## config.mk

```make
export PLATFORM = sky130hd
export DESIGN_NAME = fpdr_data_reg
export DESIGN_NICKNAME = d
export VERILOG_FILES = /design/src/rtl/fpdr_pkg.sv /design/src/rtl/fpdr_bit_cell.sv /design/src/rtl/fpdr_bus_drive.sv /design/src/rtl/fpdr_lamp_sel.sv /design/src/rtl/fpdr_data_reg.sv
export SDC_FILE = /design/constraint.sdc
export NUM_CORES = 1
export LEC_CHECK = 0
export BUFFER_PORTS_ARGS = -buffer_cell sky130_fd_sc_hd__buf_2
export CAP_MARGIN = 20
export CORE_MARGIN = 1.5
export CORE_UTILIZATION = 47
export DETAILED_ROUTE_END_ITERATION = 10
export PLACE_DENSITY = 0.9
export SKIP_LAST_GASP = 1
export SYNTH_ARGS = -nofsm -noshare
export SYNTH_HDL_FRONTEND = slang
export SYNTH_HIERARCHICAL = 1
export SYNTH_SLANG_ARGS = --single-unit
```

## constraint.sdc

```tcl
create_clock -name clk -period 1.6 [get_ports clk]
set_clock_uncertainty 0.2 [all_clocks]
set_input_delay 0.08 -clock clk [delete_from_list [all_inputs] [get_ports clk]]
set_output_delay 0.08 -clock clk [all_outputs]
set_load 0.01 [all_outputs]
```

## src/rtl/fpdr_pkg.sv

```systemverilog
package fpdr_pkg;

   // Action applied to one storage bit at the next clock edge.
   typedef enum logic [2:0] {
      ACT_HOLD = 3'd0,
      ACT_ZERO = 3'd1,
      ACT_LOAD = 3'd2,
      ACT_SET  = 3'd3,
      ACT_CLR  = 3'd4
   } cell_act_e;

   // Priority: running > load > clear > set > hold.
   function automatic cell_act_e decode_act(input logic run,
                                            input logic load,
                                            input logic set,
                                            input logic clr);
      cell_act_e a;
      if (run)       a = ACT_ZERO;
      else if (load) a = ACT_LOAD;
      else if (clr)  a = ACT_CLR;
      else if (set)  a = ACT_SET;
      else           a = ACT_HOLD;
      return a;
   endfunction

endpackage

```

## src/rtl/fpdr_bit_cell.sv

```systemverilog
module fpdr_bit_cell
   import fpdr_pkg::*;
(
   input  logic      clk,
   input  logic      rst,
   input  cell_act_e act_i,
   input  logic      d_i,
   output logic      q_o
);

   logic q_next;

   always_comb begin
      unique case (act_i)
         ACT_ZERO: q_next = 1'b0;
         ACT_LOAD: q_next = d_i;
         ACT_SET:  q_next = 1'b1;
         ACT_CLR:  q_next = 1'b0;
         default:  q_next = q_o;
      endcase
   end

   always_ff @(posedge clk) begin
      if (rst) q_o <= 1'b0;
      else     q_o <= q_next;
   end

endmodule

```

## src/rtl/fpdr_bus_drive.sv

```systemverilog
module fpdr_bus_drive #(
   parameter int WIDTH = 8
) (
   input  logic             deposit_i,
   input  logic             run_i,
   input  logic [WIDTH-1:0] held_i,
   output logic [WIDTH-1:0] out_o,
   output logic             oe_o
);

   assign oe_o  = deposit_i & ~run_i;
   assign out_o = held_i;

endmodule

```

## src/rtl/fpdr_lamp_sel.sv

```systemverilog
module fpdr_lamp_sel #(
   parameter int WIDTH = 8
) (
   input  logic             run_i,
   input  logic [WIDTH-1:0] bus_i,
   input  logic [WIDTH-1:0] held_i,
   output logic [WIDTH-1:0] lamp_o
);

   for (genvar i = 0; i < WIDTH; i++) begin : g_lamp
      assign lamp_o[i] = run_i ? bus_i[i] : held_i[i];
   end

endmodule

```

## src/rtl/fpdr_data_reg.sv

```systemverilog
module fpdr_data_reg
   import fpdr_pkg::*;
#(
   parameter int WIDTH = 8
) (
   input  logic             clk,
   input  logic             rst,
   input  logic             run_i,
   input  logic             load_i,
   input  logic             deposit_i,
   input  logic [WIDTH-1:0] bit_set_i,
   input  logic [WIDTH-1:0] bit_clr_i,
   input  logic [WIDTH-1:0] bus_data_i,
   output logic [WIDTH-1:0] bus_out_o,
   output logic             bus_oe_o,
   output logic [WIDTH-1:0] lamp_o
);

   localparam int MSB = WIDTH - 1;

   if (WIDTH < 1 || WIDTH > 64) begin : g_bad_width
      $error("fpdr_data_reg: WIDTH must be in 1..64");
   end

   logic [MSB:0] held;

   for (genvar i = 0; i < WIDTH; i++) begin : g_bit
      cell_act_e act;
      assign act = decode_act(run_i, load_i, bit_set_i[i], bit_clr_i[i]);

      fpdr_bit_cell u_cell (
         .clk   (clk),
         .rst   (rst),
         .act_i (act),
         .d_i   (bus_data_i[i]),
         .q_o   (held[i])
      );

      AST_LOAD_CAPTURE: assert property (@(posedge clk) disable iff (rst)
         (!run_i && load_i) |=> (held[i] == $past(bus_data_i[i])))
         else $error("load capture bit %0d", i);

      AST_SET_ONE: assert property (@(posedge clk) disable iff (rst)
         (!run_i && !load_i && bit_set_i[i] && !bit_clr_i[i]) |=> held[i])
         else $error("set bit %0d", i);

      AST_CLR_ONE: assert property (@(posedge clk) disable iff (rst)
         (!run_i && !load_i && bit_clr_i[i]) |=> !held[i])
         else $error("clear bit %0d", i);

      AST_IDLE_HOLD: assert property (@(posedge clk) disable iff (rst)
         (!run_i && !load_i && !bit_set_i[i] && !bit_clr_i[i]) |=> $stable(held[i]))
         else $error("idle hold bit %0d", i);
   end

   fpdr_bus_drive #(.WIDTH(WIDTH)) u_drive (
      .deposit_i (deposit_i),
      .run_i     (run_i),
      .held_i    (held),
      .out_o     (bus_out_o),
      .oe_o      (bus_oe_o)
   );

   fpdr_lamp_sel #(.WIDTH(WIDTH)) u_lamp (
      .run_i  (run_i),
      .bus_i  (bus_data_i),
      .held_i (held),
      .lamp_o (lamp_o)
   );

   AST_RESET_CLEAR: assert property (@(posedge clk)
      rst |=> (held == '0))
      else $error("reset did not clear");

   AST_RUN_CLEARS: assert property (@(posedge clk) disable iff (rst)
      run_i |=> (held == '0))
      else $error("run did not clear");

   AST_NO_DRIVE_RUN: assert property (@(posedge clk) disable iff (rst)
      run_i |-> !bus_oe_o)
      else $error("bus driven while running");

   AST_EDIT_NO_DRIVE: assert property (@(posedge clk) disable iff (rst)
      !deposit_i |-> !bus_oe_o)
      else $error("bus driven without deposit");

   AST_DRIVE_VALUE: assert property (@(posedge clk) disable iff (rst)
      bus_oe_o |-> (bus_out_o == lamp_o))
      else $error("driven value differs from held");

   AST_LAMP_LIVE: assert property (@(posedge clk) disable iff (rst)
      run_i |-> (lamp_o == bus_data_i))
      else $error("lamps not live while running");

   AST_LAMP_FROZEN: assert property (@(posedge clk) disable iff (rst)
      (!run_i && $past(!run_i) && !load_i && $past(!load_i) &&
       bit_set_i == '0 && $past(bit_set_i) == '0 &&
       bit_clr_i == '0 && $past(bit_clr_i) == '0) |-> $stable(lamp_o))
      else $error("lamps moved while idle and halted");

endmodule

```

[Word-level counts from Yosys, hierarchy flattened]
Index checks and enable logic that the tools add are counted.
Storage, ports and cells
  flip-flop bits (word level): 8
  input bits: 29
  logic and storage cells: 106
Cells by class
  eq/ne operators: 32
  reductions and logical operators: 16
  bitwise gates (word level): 2
  multiplexer cells: 48
Operators with widths (number)
  3-bit two-way mux: 24
  3-bit by 2-bit equality test with 1-bit output (second input constant): 16
  3-bit by 1-bit equality test with 1-bit output (second input constant): 8
  3-bit equality test (second input constant): 8
  1-bit one-hot mux with 3 select lines: 8
  3-bit nonzero test: 8
  2-bit two-way mux: 8
  2-bit OR reduction: 8
  1-bit two-way mux: 8
  1-bit AND: 1
  1-bit inverter: 1

[Depth between registers and ports, before layout]
  depth in word-level cells: 7
  gate-level depth with buffers: 6
  depth with buffers taken out: 5

[Modules after synthesis]
Netlist, hierarchy kept.
Modules (own cells, without submodules)
  fpdr_bit_cell: cells each 8, times used 8, area each 71.3 um^2
  fpdr_data_reg: cells each 36, times used 1, area each 234.0 um^2
  fpdr_lamp_sel: cells each 9, times used 1, area each 131.4 um^2
  fpdr_bus_drive: cells each 9, times used 1, area each 73.8 um^2

[Worst setup path before layout]
No wires, ideal clock.
  path type: input to register
  start point: input port load_i
  end point: register g_bit[2].u_cell.q_o
  path buffers: 1
  path slack: 0.177 ns
  arrival time: 1.096 ns
  setup time: 0.127 ns
  stages on the path: 6
  cell sequence: buf_4 -> inv_1 -> a21oi_1 -> or3b_1 -> a21oi_2 -> a2111oi_2
On the way
  longest elaborated chain between the ends: 5
  elaborated cells on any way between the ends: 9
  those cells by class: eq/ne: 4; mux: 3; reduce/logical: 2
Ends and longest elaborated chain
  from (decl): line fpdr_data_reg.sv:9  | input logic load_i,
  3-bit two-way mux *: line fpdr_pkg.sv:19  | else if (load) a = ACT_LOAD;
  3-bit two-way mux *: line fpdr_pkg.sv:18  | if (run) a = ACT_ZERO;
  via g_bit[2].act[1]: line fpdr_data_reg.sv:28  | cell_act_e act;
  3-bit by 1-bit equality test with 1-bit output or 3-bit equality test (tied branches): line fpdr_bit_cell.sv:14  | unique case (act_i)
  2-bit OR reduction (no source line)
  1-bit one-hot mux with 3 select lines or 3-bit nonzero test (tied branches)
  to (signal assigned): line fpdr_bit_cell.sv:25  | else q_o <= q_next;
  to (decl): line fpdr_bit_cell.sv:8  | output logic q_o
Mark *: on every way through the listed nets, which the timed path passes. The rest lies on a longest branch.
A chain may end at the register's enable or synchronous reset.

[Final worst setup path]
  start point: input port run_i
  end point: register g_bit[7].u_cell.q_o
On the way
  longest elaborated chain between the ends: 4
  elaborated cells on any way between the ends: 8
  those cells by class: eq/ne: 4; mux: 2; reduce/logical: 2
Ends and longest elaborated chain
  from (decl): line fpdr_data_reg.sv:8  | input logic run_i,
  3-bit two-way mux *: line fpdr_pkg.sv:18
  via g_bit[7].act[1]: line fpdr_data_reg.sv:28
  3-bit by 1-bit equality test with 1-bit output or 3-bit equality test (tied branches): line fpdr_bit_cell.sv:14
  2-bit OR reduction (no source line)
  1-bit one-hot mux with 3 select lines or 3-bit nonzero test (tied branches)
  to (signal assigned): line fpdr_bit_cell.sv:25
  to (decl): line fpdr_bit_cell.sv:8
Marks and branches as above.

==> impl_metrics.tcl <==
set metrics [dict create \
    antenna_found_initial 0 \
    fp.dieH_um 49.35 \
    p_per_area_nw_per_um2 542.0 \
    finalSetupTns_ns 0 \
    ys_types 15 \
    clk_pin_slew_ns 0.06 \
    crit_path_max_incr_delay_ns 0.39 \
    layout-drive-gt1-share_pct 50.00 \
    startpoint_type "primary input" \
    critPathArrivalTime_ns 1.21 \
    critPathMaxFanout 26 \
    chipWidth_um 49.35 \
    synth-seq-cells 8 \
    grt_overflow 0 \
    wirelength_um 2487 \
    crit_path_start "run_i" \
    min_path_type "in -> reg" \
    rsz0062_at_grt "no" \
    grt_max_degree 27 \
    netlist_area_um2 1010 \
    maxCapViolCount 0 \
    final_hold_viol_count 0 \
    largest_reg_flops 8 \
    path_class "in -> reg" \
    maxSlewViolCount 0 \
    die_area_um2 2435 \
    period_minus_slack_ns 1.281 \
    status "finished clean" \
    nets 195 \
    place.gp.congestion 0.7276 \
    worst_pin_slew_ns 0.3162 \
    hold_buffers 1 \
    initial_core_util_pct 50.44 \
    netlist_instances 118 \
    cts_setup_buffers 0 \
    routedWlPerCell_um 13.02 \
    fin_crit_sh_pct 80.08 \
    io_pins 46 \
    seq_area_frac_synth_pct 15.86 \
    setup_violations 0 \
    grt_pass1_vias 1074 \
    rows 16 \
    layout_commonest_cell "buf_2" \
    cts-resized-gates 0 \
    cp_slowest_cell "or3b_1" \
    p_total_w 0.0006958 \
    path_depth 6 \
    h-tree-depth 1 \
    yosys_warnings 6 \
    cts_buffers 3 \
    max_slew_margin_pct 78.88 \
    ir_drop_uv 326.6 \
    antenna_cells 0 \
    critPathBufInv 2 \
    cp_top_family "compound AO/OA/AOI/OAI gates" \
    r2r_start "g_bit[7].u_cell/q_o" \
    worstSetupEndpointType "flip-flop" \
    endpoint "g_bit[7].u_cell/q_o" \
    largestRegisters "g_bit.u_cell/q_o: 8 flops" \
    clockBufferDepth 2 \
    clock-sinks 8 \
    drt-vias-per-instance 5.319 \
    fin_util_pct 64.13 \
    p_leak_nw 0.5751 \
    grt.total_usage_pct 22.54 \
    antenna_left 0 \
    path_cells "buf_2 -> buf_12 -> a21oi_1 -> or3b_1 -> a21oi_2 -> a2111oi_2" \
    fmax_ghz 0.7805 \
    area_delta_synth_final_pct 27.14 \
    hpwl_um 1926 \
    dr.pass1.iters 4 \
    drt_iter0_drc 39 \
    cts_root_buf "clkbuf_4" \
    via_count 1016 \
    mostFrequentLayoutCells "buf_2, nand2b_1, a21oi_1" \
    core_area_um2 2002 \
    grt_pass1_wl_um 4333 \
    required_ns 1.53 \
    largest_register "g_bit.u_cell/q_o" \
    worst-r2r-cell-count 2 \
    r2r-end "g_bit[7].u_cell/q_o" \
    syn_nets 147 \
    clock_latency_ns 0.25 \
    cts_tree "yes" \
    numPortBuffers 45 \
    route.detailed.drc 0 \
    reg2reg_slack_ns 0.49 \
    syn_area_per_cell_um2 8.557 \
]
per-layer routing:
layer / global-route usage [%] / share of wire (%)
met4: 11.90 / 1.2
met1: 24.63 / 42
met3: 3.988 / 6.2
met2: 40.77 / 51
met5: 0 / 0
through the flow:
step | cells | instance area [µm²] | hold slack [ns] | worst slack [ns]
detailed placement | 187 | 1251 | 0.2425 | 0.07498
finish | 191 | 1284 | 0.02725 | 0.3187
global placement | 187 | 1251 | 0.2475 | 0.1331
CTS | 191 | 1284 | 0.02362 | 0.3342
floorplan | 118 | 1010 | -0.05114 | 0.1772
global route | 191 | 1284 | 0.05056 | 0.2174
worst min-delay path by stage:
stage / start / to / slack, ns / cells past startpoint
floorplan: rst / g_bit[0].u_cell/q_o / -0.05 / 1
global route: bit_clr_i[5] / g_bit[5].u_cell/q_o / 0.05 / 3
finish: bit_clr_i[3] / g_bit[3].u_cell/q_o / 0.03 / 3
CTS: bit_clr_i[5] / g_bit[5].u_cell/q_o / 0.02 / 3
detailed placement: rst / g_bit[1].u_cell/q_o / 0.24 / 2
global placement: rst / g_bit[2].u_cell/q_o / 0.25 / 2
Yosys cell counts:
| cell | n | area (µm²) |
|---|---|---|
| a2111oi_2 | 8 | 120.1 |
| buf_6 | 2 | 22.52 |
| a21oi_1 | 16 | 80.08 |
| a21oi_2 | 8 | 70.07 |
| nor2b_4 | 1 | 13.76 |
| nor2_4 | 1 | 11.26 |
| mux2_4 | 8 | 120.1 |
| buf_4 | 9 | 67.56 |
| dfxtp_1 | 8 | 160.2 |
| or3b_1 | 8 | 70.07 |
| inv_1 | 9 | 33.78 |
| nand2b_1 | 16 | 100.1 |
| and2_1 | 8 | 50.05 |
| nor2_1 | 8 | 30.03 |
| o21bai_1 | 8 | 60.06 |
kinds of logic after synthesis:
kind of cell	after synthesis	share of synthesized area, %
and+or+nand+nor	42	27.26
AOI/OAI and AO/OA	40	32.72
buffers and inverters	20	12.27
muxes	8	11.90
DFF	8	15.86
report_power, final:
group	total [W]	leakage, nW	internal [W]	switching, W
Sequential	0.000222	0.0655	0.000212	0.00000970
Combinational	0.000312	0.496	0.000158	0.000154
Clock	0.000162	0.0138	0.0000863	0.0000754
area by class of cell:
type                       count  area, µm²
clock buffer                   3      22.52
fill                         172      718.2
sequential                     8      160.2
multi-input combinational     90      725.7
tap                           27      33.78
timing repair buffer          54      307.8
inverter                       9      33.78
worst min-delay path: cells and delay by family:
kind / cells / cell delay (ns)
buffers and inverters: 1 / 0.08
AO/OA/AOI/OAI: 1 / 0.09
AND/OR/NAND/NOR: 1 / 0.18
Note: power is estimated with default switching activity, not from simulation.
